`config.mk`:
```
export PLATFORM = sky130hd
export DESIGN_NAME = sysref_rep_gen
export DESIGN_NICKNAME = d
export VERILOG_FILES = /design/src/rtl/sysref_gen_pkg.sv /design/src/rtl/sysref_req_ctrl.sv /design/src/rtl/sysref_chan_div.sv /design/src/rtl/sysref_dly_pulse.sv /design/src/rtl/sysref_rep_gen.sv
export SDC_FILE = /design/constraint.sdc
export NUM_CORES = 2
export LEC_CHECK = 0
export BUFFER_PORTS_ARGS = -buffer_cell sky130_fd_sc_hd__buf_2
export CAP_MARGIN = 15
export CORE_UTILIZATION = 45
export CTS_BUF_LIST = sky130_fd_sc_hd__clkbuf_8
export DETAILED_ROUTE_END_ITERATION = 10
export PLACE_DENSITY = 0.63
export SYNTH_ARGS = -nofsm -noshare
export SYNTH_HDL_FRONTEND = slang
export SYNTH_SLANG_ARGS = --single-unit
```
`constraint.sdc`:
```
create_clock -name clk_i -period 10.4 [get_ports clk_i]
set_input_delay 0.52 -clock clk_i [delete_from_list [all_inputs] [get_ports clk_i]]
set_output_delay 0.52 -clock clk_i [all_outputs]
set_load 0.01 [all_outputs]
```
`src/rtl/sysref_gen_pkg.sv`:
```
package sysref_gen_pkg;
  localparam int CDIV_W = 12;
  localparam int SDIV_W = 20;
  localparam int DLY_W  = 8;
  localparam int PCNT_W = 4;
  localparam int GPIO_N = 2;

  typedef enum logic [1:0] {
    RQ_DIRECT   = 2'b00,
    RQ_ALT1     = 2'b01,
    RQ_ALT2     = 2'b10,
    RQ_RESAMPLE = 2'b11
  } req_mode_e;
endpackage

```
`src/rtl/sysref_req_ctrl.sv`:
```
module sysref_req_ctrl
  import sysref_gen_pkg::*;
#(
  parameter int SRC_N = 4,
  parameter int RS_W  = 12,
  localparam int SelW = (SRC_N > 1) ? $clog2(SRC_N) : 1
) (
  input  logic             clk_i,
  input  logic             rst_ni,
  input  logic [SRC_N-1:0] src_i,
  input  logic [SelW-1:0]  sel_i,
  input  req_mode_e        mode_i,
  input  logic [RS_W-1:0]  rs_div_i,
  output logic             start_o,
  output logic             run_o
);
  logic            req_q, req_qq, pend_q, run_q;
  logic [RS_W-1:0] rs_cnt_q, rs_eff;
  logic            rs_tick, req_edge, resample;

  assign rs_eff   = (rs_div_i == '0) ? RS_W'(1) : rs_div_i;
  assign rs_tick  = rs_cnt_q >= rs_eff - RS_W'(1);
  assign req_edge = req_q & ~req_qq;
  assign resample = (mode_i == RQ_RESAMPLE);
  assign start_o  = resample ? ((pend_q | req_edge) & rs_tick) : req_edge;
  assign run_o    = run_q;

  always_ff @(posedge clk_i or negedge rst_ni) begin
    if (!rst_ni) begin
      req_q    <= 1'b0;
      req_qq   <= 1'b0;
      pend_q   <= 1'b0;
      run_q    <= 1'b0;
      rs_cnt_q <= '0;
    end else begin
      req_q    <= src_i[sel_i];
      req_qq   <= req_q;
      rs_cnt_q <= rs_tick ? '0 : rs_cnt_q + RS_W'(1);
      pend_q   <= resample & (pend_q | req_edge) & ~rs_tick;
      if (start_o) run_q <= 1'b1;
    end
  end

  AST_RUN_STICKY: assert property (@(posedge clk_i) disable iff (!rst_ni)
    run_q |=> run_q);
  AST_PEND_DRAINS: assert property (@(posedge clk_i) disable iff (!rst_ni)
    (pend_q && rs_tick) |=> !pend_q);
endmodule

```
`src/rtl/sysref_chan_div.sv`:
```
module sysref_chan_div #(
  parameter int CW = 12,
  parameter int SW = 20
) (
  input  logic          clk_i,
  input  logic          rst_ni,
  input  logic          start_i,
  input  logic          run_i,
  input  logic [CW-1:0] cdiv_i,
  input  logic [SW-1:0] sdiv_i,
  output logic          clk_o,
  output logic          sr_o
);
  logic [CW-1:0] c_cnt_q, c_eff;
  logic [SW-1:0] s_cnt_q, s_eff;
  logic          c_wrap, s_wrap;

  assign c_eff  = (cdiv_i == '0) ? CW'(1) : cdiv_i;
  assign s_eff  = (sdiv_i == '0) ? SW'(1) : sdiv_i;
  assign c_wrap = c_cnt_q >= c_eff - CW'(1);
  assign s_wrap = s_cnt_q >= s_eff - SW'(1);

  always_ff @(posedge clk_i or negedge rst_ni) begin
    if (!rst_ni) begin
      c_cnt_q <= '0;
      s_cnt_q <= '0;
    end else if (start_i) begin
      c_cnt_q <= '0;
      s_cnt_q <= '0;
    end else if (run_i) begin
      c_cnt_q <= c_wrap ? '0 : c_cnt_q + CW'(1);
      if (c_wrap) s_cnt_q <= s_wrap ? '0 : s_cnt_q + SW'(1);
    end
  end

  // odd ratios: high phase is the shorter one
  assign clk_o = run_i & ((c_eff == CW'(1)) | (c_cnt_q < (c_eff >> 1)));
  assign sr_o  = run_i & ((s_eff == SW'(1)) ? clk_o : (s_cnt_q < (s_eff >> 1)));

  AST_ALIGN_ON_START: assert property (@(posedge clk_i) disable iff (!rst_ni)
    start_i |=> (c_cnt_q == '0 && s_cnt_q == '0));
  AST_CDIV_RANGE: assert property (@(posedge clk_i) disable iff (!rst_ni)
    (run_i && $stable(cdiv_i) && c_cnt_q < c_eff) |=> (c_cnt_q < c_eff));
endmodule

```
`src/rtl/sysref_dly_pulse.sv`:
```
module sysref_dly_pulse #(
  parameter int DW = 8,
  parameter int NW = 4,
  localparam int Depth = (1 << DW) - 1
) (
  input  logic          clk_i,
  input  logic          rst_ni,
  input  logic          start_i,
  input  logic          sr_i,
  input  logic [DW-1:0] dly_i,
  input  logic          pmode_i,
  input  logic [NW-1:0] pcnt_i,
  output logic          rep_o,
  output logic          pulse_o
);
  logic [Depth-1:0] line_q;
  logic [NW-1:0]    rem_q, n_eff;
  logic             rep_q, fall;

  assign rep_o = (dly_i == '0) ? sr_i : line_q[dly_i - DW'(1)];
  assign n_eff = (pcnt_i == '0) ? NW'(1) : pcnt_i;
  assign fall  = rep_q & ~rep_o;

  always_ff @(posedge clk_i or negedge rst_ni) begin
    if (!rst_ni) begin
      line_q <= '0;
      rep_q  <= 1'b0;
      rem_q  <= '0;
    end else begin
      line_q <= {line_q[Depth-2:0], sr_i};
      rep_q  <= rep_o;
      if (start_i)                    rem_q <= n_eff;
      else if (fall && rem_q != '0)   rem_q <= rem_q - NW'(1);
    end
  end

  assign pulse_o = pmode_i ? (rep_o & (rem_q != '0)) : rep_o;

  AST_REM_ONLY_DROPS: assert property (@(posedge clk_i) disable iff (!rst_ni)
    !start_i |=> (rem_q <= $past(rem_q)));
endmodule

```
`src/rtl/sysref_rep_gen.sv`:
```
module sysref_rep_gen
  import sysref_gen_pkg::*;
#(
  parameter int              NUM_CH = 6,
  parameter int              SRC_N  = 4,
  parameter logic [NUM_CH-1:0] HAS_SR = 6'b110011,
  localparam int SelW = (SRC_N > 1) ? $clog2(SRC_N) : 1
) (
  input  logic                     clk_i,
  input  logic                     rst_ni,
  input  logic [SRC_N-1:0]         req_src_i,
  input  logic [SelW-1:0]          req_sel_i,
  input  logic [1:0]               req_mode_i,
  input  logic [CDIV_W-1:0]        rs_div_i,
  input  logic [NUM_CH*CDIV_W-1:0] cdiv_i,
  input  logic [NUM_CH*SDIV_W-1:0] sdiv_i,
  input  logic [NUM_CH*DLY_W-1:0]  dly_i,
  input  logic [NUM_CH-1:0]        pmode_i,
  input  logic [NUM_CH*PCNT_W-1:0] pcnt_i,
  input  logic [NUM_CH-1:0]        rep_en_i,
  input  logic [GPIO_N-1:0]        gpio_oe_i,
  output logic [NUM_CH-1:0]        clk_o,
  output logic [NUM_CH-1:0]        sysref_o,
  output logic [GPIO_N-1:0]        gpio_o
);
  logic              start, run;
  logic [NUM_CH-1:0] sr_w, rep_w;
  logic              rep_hit, rep_bit;
  req_mode_e         mode;

  assign mode = req_mode_e'(req_mode_i);

  sysref_req_ctrl #(.SRC_N(SRC_N), .RS_W(CDIV_W)) u_req (
    .clk_i, .rst_ni,
    .src_i(req_src_i), .sel_i(req_sel_i), .mode_i(mode), .rs_div_i,
    .start_o(start), .run_o(run)
  );

  for (genvar i = 0; i < NUM_CH; i++) begin : g_ch
    sysref_chan_div #(.CW(CDIV_W), .SW(SDIV_W)) u_div (
      .clk_i, .rst_ni, .start_i(start), .run_i(run),
      .cdiv_i(cdiv_i[i*CDIV_W +: CDIV_W]),
      .sdiv_i(sdiv_i[i*SDIV_W +: SDIV_W]),
      .clk_o(clk_o[i]), .sr_o(sr_w[i])
    );
    if (HAS_SR[i]) begin : g_sr
      sysref_dly_pulse #(.DW(DLY_W), .NW(PCNT_W)) u_dp (
        .clk_i, .rst_ni, .start_i(start), .sr_i(sr_w[i]),
        .dly_i(dly_i[i*DLY_W +: DLY_W]), .pmode_i(pmode_i[i]),
        .pcnt_i(pcnt_i[i*PCNT_W +: PCNT_W]),
        .rep_o(rep_w[i]), .pulse_o(sysref_o[i])
      );
    end else begin : g_nosr
      logic unused_ch;
      assign unused_ch   = ^{sr_w[i], sdiv_i[i*SDIV_W +: SDIV_W], dly_i[i*DLY_W +: DLY_W],
                             pmode_i[i], pcnt_i[i*PCNT_W +: PCNT_W]};
      assign rep_w[i]    = 1'b0;
      assign sysref_o[i] = 1'b0;
    end
  end

  // lowest enabled channel wins: scan downward, last hit kept
  always_comb begin
    rep_hit = 1'b0;
    rep_bit = 1'b0;
    for (int i = NUM_CH - 1; i >= 0; i--) begin
      if (rep_en_i[i] && HAS_SR[i]) begin
        rep_hit = 1'b1;
        rep_bit = rep_w[i];
      end
    end
  end

  assign gpio_o = gpio_oe_i & {GPIO_N{rep_hit & rep_bit}};

  AST_QUIET_PRE_RUN: assert property (@(posedge clk_i) disable iff (!rst_ni)
    !run |-> (sysref_o == '0 && clk_o == '0 && gpio_o == '0));
  AST_NOSR_LOW: assert property (@(posedge clk_i) disable iff (!rst_ni)
    (sysref_o & ~HAS_SR) == '0);
endmodule

```
## Yosys cells after proc, flatten, opt, wreduce, memory -nomap -nowiden

Index checks and enable logic that the tools add are counted.

- Register bits after elaboration: 1208
- Output and inout port bits: 14
- Logic and storage cells: 260

- $add $sub $neg: 30
- Eq/ne operators: 11
- Order comparisons: 26
- Multiplexer cells: 89
- Reduce and logical (&&, ||, !) cells: 40
- Bitwise logic cells: 37

Operator list:

| kind | number |
|---|---|
| 20-bit two-way mux | 20 |
| 12-bit two-way mux | 26 |
| 12-bit by 1-bit adder with 12-bit output, second input constant | 7 |
| 12-bit greater-or-equal comparator | 7 |
| 12-bit logical NOT | 7 |
| 12-bit by 1-bit subtractor with 12-bit output, second input constant | 7 |
| 20-bit by 1-bit adder with 20-bit output, second input constant | 4 |
| 20-bit by 1-bit == test with 1-bit output, second input constant | 4 |
| 20-bit greater-or-equal comparator | 4 |
| 20-bit logical NOT | 4 |
| 20-bit by 19-bit less-than comparator with 1-bit output | 4 |
| 20-bit by 1-bit subtractor with 20-bit output, second input constant | 4 |
| 12-bit by 1-bit == test with 1-bit output, second input constant | 6 |
| 12-bit by 11-bit less-than comparator with 1-bit output | 6 |
| 4-bit two-way mux | 12 |
| 8-bit by 9-bit less-than comparator with 1-bit output, second input constant | 4 |
| 1-bit binary-select mux with 8-bit select | 4 |
| 8-bit logical NOT | 4 |
| 8-bit by 1-bit subtractor with 8-bit output, second input constant | 4 |
| 1-bit two-way mux | 26 |
| 1-bit AND | 23 |
| 2-bit nonzero test | 9 |
| 4-bit logical NOT | 4 |
| 4-bit nonzero test | 4 |
| 9 further kinds | 29 |

## Depth between registers and ports, before layout

- Word-level depth: 14
- Depth in mapped cells: 24
- Mapped depth without buffers: 22

## Modules after synthesis

Synthesis repeated with hierarchy kept, for this count alone.

- Cell total of the unflattened synthesis: 4875
- Area, all modules: 60655.7 um2

By module, submodules not included:

| module | area each (um2) | instances | cells each | sequential area each (um2) |
|---|---|---|---|---|
| sysref_dly_pulse (g_ch[0].g_sr.u_dp ...) | 9317.7 | 3 | 514 | 6506.2 |
| sysref_chan_div (g_ch[1].u_div ...) | 3653.5 | 4 | 436 | 800.8 |
| sysref_dly_pulse (g_ch[5].g_sr.u_dp) | 9165.0 | 1 | 526 | 6506.2 |
| sysref_chan_div (g_ch[0].u_div) | 3853.7 | 1 | 462 | 800.8 |
| sysref_chan_div (g_ch[2].u_div) | 3836.2 | 1 | 464 | 800.8 |
| sysref_req_ctrl | 1153.6 | 1 | 127 | 400.4 |
| sysref_rep_gen | 80.1 | 1 | 10 | 0.0 |

## Least setup slack after synthesis

OpenSTA, ideal clock, no wires.

- Kind: input -> output
- From: input port dly_i[0]
- To: output port gpio_o[0]
- Arrival time: 4.443 ns
- Required time: 9.880 ns
- Stages: 17
- Path buffers: 6
- Path slack: 5.437 ns
- Cells stage by stage: buf_2 > buf_6 > buf_2 > buf_4 > inv_1 > ha_1 > clkbuf_1 > clkbuf_1 > mux4_2 > mux4_2 > mux2i_1 > nor2_1 > or4_1 > nand4_1 > inv_2 > o2bb2ai_1 > and2_1

- Longest elaborated chain between the ends: 7
- Elaborated cells between the ends (all ways): 8
- Classes of those cells: 1 x add/sub; 4 x mux; 2 x bitwise; 1 x reduce/logical

RTL lines:

| element | RTL line | source |
|---|---|---|
| start, declared | sysref_rep_gen.sv:17 | `input logic [NUM_CH*DLY_W-1:0] dly_i,` |
| 8-bit by 1-bit subtractor with 8-bit output | sysref_dly_pulse.sv:20 | `assign rep_o = (dly_i == '0) ? sr_i : line_q[dly_i - DW'(1)];` |
| 1-bit binary-select mux with 8-bit select | sysref_dly_pulse.sv:20 |  |
| 1-bit two-way mux (not written as such) | sysref_dly_pulse.sv:20 |  |
| 1-bit two-way mux (*) | sysref_dly_pulse.sv:20 |  |
| via g_ch[0].g_sr.u_dp.rep_o | sysref_dly_pulse.sv:13 | `output logic rep_o,` |
| 1-bit two-way mux (*) | sysref_rep_gen.sv:67 | `if (rep_en_i[i] && HAS_SR[i]) begin` |
| 1-bit AND (*) | sysref_rep_gen.sv:74 | `assign gpio_o = gpio_oe_i & {GPIO_N{rep_hit & rep_bit}};` |
| 2-bit AND (*) | sysref_rep_gen.sv:74 |  |
| end, declared | sysref_rep_gen.sv:24 | `output logic [GPIO_N-1:0] gpio_o` |

The timed path passes the listed nets; every way through them passes the cells marked *. The select of a mux whose other input is x is not followed.

## Worst setup path after layout

- From: input port dly_i[8]
- To: output port gpio_o[0]

- Longest elaborated chain between the ends: 8
- Elaborated cells between the ends (all ways): 9
- Classes of those cells: 1 x add/sub; 5 x mux; 2 x bitwise; 1 x reduce/logical

RTL lines:

| element | RTL line |
|---|---|
| 8-bit by 1-bit subtractor with 8-bit output | sysref_dly_pulse.sv:20 |
| 1-bit binary-select mux with 8-bit select | sysref_dly_pulse.sv:20 |
| 1-bit two-way mux (not written as such) | sysref_dly_pulse.sv:20 |
| 1-bit two-way mux (*) | sysref_dly_pulse.sv:20 |
| via g_ch[1].g_sr.u_dp.rep_o | sysref_dly_pulse.sv:13 |
| 1-bit two-way mux (*) (2 in a row) | sysref_rep_gen.sv:67 |
| 1-bit AND (*) | sysref_rep_gen.sv:74 |
| 2-bit AND (*) | sysref_rep_gen.sv:74 |

Marked as above.

==> results.cfg <==
[power]
p_sw_mw = 2.98
p_leak_nw = 29.9
p_per_area_nw_per_um2 = 177
ir_worst_vdd_uv = 136
p_sw_frac = 0.271
internal_power_mw = 8.01
seq_power_share = 0.476
finalPower_mw = 11.0
pwr-share-comb = 0.138
power.share.clock = 0.386

[layout]
drive_gt1_frac = 0.197
fill_cells = 10394
seq_area_um2 = 30200
area_growth_pct = 13.4
num-nets-final = 5182
multi_input_area_um2 = 23000
layout_commonest_cell = dfrtp_1
final_cell_mix = dfrtp_1 (1208), ha_1 (336), inv_1 (295)
finalNonFillerCells = 6323
final_core_util = 0.516

[placement]
numPortBuffers = 243
hpwl_um = 80300
placed_cells = 5941
place.gp.congestion = 0.852
place_ws_ps = 4210

[synth]
dominantRegCellSynth = dfrtp_1
syn_area_um2 = 54700
ys_seq_area_frac = 0.553
synth_edf_count = 0
synthTopCellsByArea = dfrtp_1 (55%), mux4_2 (11%), ha_1 (7.8%)
synthesis.instances = 4195
ys_types = 94
syn_avg_cell_area_um2 = 13.0
synth_top_area_frac = 0.553
async_flop_share = 1.00
ys_seq_elements = 1208
ys.warnings.count = 0
synth_top_area_cell = dfrtp_1

[routing]
drt-total-wl_um = 118000
firstDrtPassIters = 7
drc_errors = 0
drtIter0Drc = 2229
vias = 34391
via_per_inst = 5.44
postRouteAntennaNets = 0
wl_per_cell_um = 18.7

[sta]
fmax_mhz = 165
worst_pin_slew_ps = 1160
drv_slew = 0
rsz0062_at_grt = no
maxSlewHeadroom = 0.228
finalCriticalPeriod_ps = 6080
fin_tns_setup_ps = 0
finClkSkew_ps = 44.4
fin_crit_sh = 0.584
setup_viol = 0
timing.final.hold_violations = 0
post-route-worst-setup-slack_ps = 4320

[run_status]
outcome = completed

[global_route]
grt_max_degree = 187
globalRouteTotalUtil = 0.198
grt_pass1_vias = 35473
grt_pass1_wl_um = 193000
antenna_found_initial = 26
grt_overflow = 0

[worst_setup_path]
arrival_ps = 5560
critPathCaptureType = primary output
worstPathRequired_ps = 9880
path_class = in2out
cp_max_fo = 39
critPathLaunchType = primary input

[die]
die_area_um2 = 123000
rows = 127
initial_core_util = 0.455
coreArea_um2 = 120000
die_h_um = 351
io_pins = 314
fp.dieW_um = 351

[job]
maxCapViolCount = 0

[clocking]
cts_sinks = 1208
cts_tree = built
cts_buffer_depth = 3
cts-buffers-inserted = 190
postCtsResizedCells = 0
clock_latency_ps = 880
h-tree-depth = 4
path_clk_slew_ps = 60
cts_setup_buffers = 0
cts-root-buf = clkbuf_8

[hold_path]
min_path_type = in2reg
## cell families after synthesis
group,Yosys count,synth area share
DFF,1208,0.553
adders and majority gates,340,0.0778
buffers and inverters,385,0.0298
AOI/OAI and AO/OA,686,0.0815
and+or+nand+nor,1037,0.0997
other,1,0.0000685
xor gates and xnor gates,194,0.0316
muxes,344,0.127
## power by group through the flow
stage	sequential [mW]	combinational [mW]	clock, mW
after detailed placement	5.31	1.53	0
after CTS	5.23	1.54	4.40
after floorplan	5.23	1.08	0
after global routing	5.27	1.74	4.61
final	5.23	1.52	4.24
after global placement	5.30	1.49	0
## repair_timing
item / in CTS / in global routing
hold endpoints to repair: 172 / 0
setup endpoints to repair: 0 / 0
hold buffers: 21 / 0
## through the flow
stage,instance area (um2),hold WS [ps]
3_5_place_dp,57700,354
3_3_place_gp,57700,350
5_1_grt,62100,86.2
2_1_floorplan,54700,224
4_1_cts,62000,4.18
6_report,62100,116
## path summary, 6_finish.rpt
kind / from / to / slack, ps / cells past startpoint
max: dly_i[8] / gpio_o[0] / 4320 / 14
max in group asynchronous: rst_ni / g_ch[0].g_sr.u_dp.line_q[162] / 7860 / 4
max reg2reg: u_req.rs_cnt_q[0] / g_ch[1].u_div.s_cnt_q[11] / 5590 / 13
min: req_mode_i[1] / u_req.pend_q / 120 / 4
min reg2reg: g_ch[4].g_sr.u_dp.line_q[174] / g_ch[4].g_sr.u_dp.line_q[175] / 340 / 0
min in group asynchronous: rst_ni / g_ch[5].g_sr.u_dp.line_q[242] / 370 / 2
## area by class of cell
class	count	share of cell area
inverter	235	0.0142
timing repair buffer	304	0.0292
clock buffer	239	0.0530
multi-input combinational	2603	0.370
tap	1612	0.0325
clock inverter	113	0.0137
antenna	9	0.000363
sequential	1208	0.487
## layer usage
metal | vias to the layer above | share of wire | track usage
met3 | 213 | 0.051 | 0.0440
met2 | 689 | 0.45 | 0.300
met5 | - | 0.0018 | 0.00314
li1 | 16101 | - | -
met4 | 24 | 0.020 | 0.0586
met1 | 17364 | 0.47 | 0.286
## Yosys cell counts, drive strengths merged (12+ instances only)
| cell | instances |
|---|---|
| a211oi | 19 |
| a21o | 80 |
| a21oi | 158 |
| a22o | 28 |
| a31oi | 57 |
| and2 | 16 |
| and3 | 82 |
| buf | 77 |
| clkbuf | 73 |
| dfrtp | 1208 |
| ha | 340 |
| inv | 235 |
| mux2 | 13 |
| mux2i | 52 |
| mux4 | 279 |
| nand2 | 262 |
| nand2b | 43 |
| nand3 | 116 |
| nand3b | 35 |
| nand4 | 36 |
| nor2 | 165 |
| nor2b | 45 |
| nor3 | 77 |
| nor3b | 21 |
| nor4 | 51 |
| o211ai | 13 |
| o21a | 12 |
| o21ai | 174 |
| o31ai | 29 |
| or2 | 18 |
| or3 | 32 |
| or4 | 14 |
| xnor2 | 157 |
| xor2 | 37 |
## critical path, cell delays in order
cell,delay [ps]
buf_4,480
inv_1,200
ha_2,830
buf_4,620
mux4_2,310
nand2_1,50
and3_1,180
a2111oi_0,670
nor4_2,120
a311oi_4,830
o21ai_1,110
o2bb2ai_1,300
and2_1,180
buf_2,120
## sequential cells by signal, summed over array words and instances (netlist names)
register	count
g_ch.g_sr.u_dp.rem_q	16
g_ch.u_div.c_cnt_q	72
g_ch.g_sr.u_dp.rep_q	4
u_req.pend_q	1
u_req.req_qq	1
u_req.rs_cnt_q	12
u_req.run_o	1
u_req.req_q	1
g_ch.u_div.s_cnt_q	80
g_ch.g_sr.u_dp.line_q	1020
Note: power is estimated with default switching activity, not from simulation.
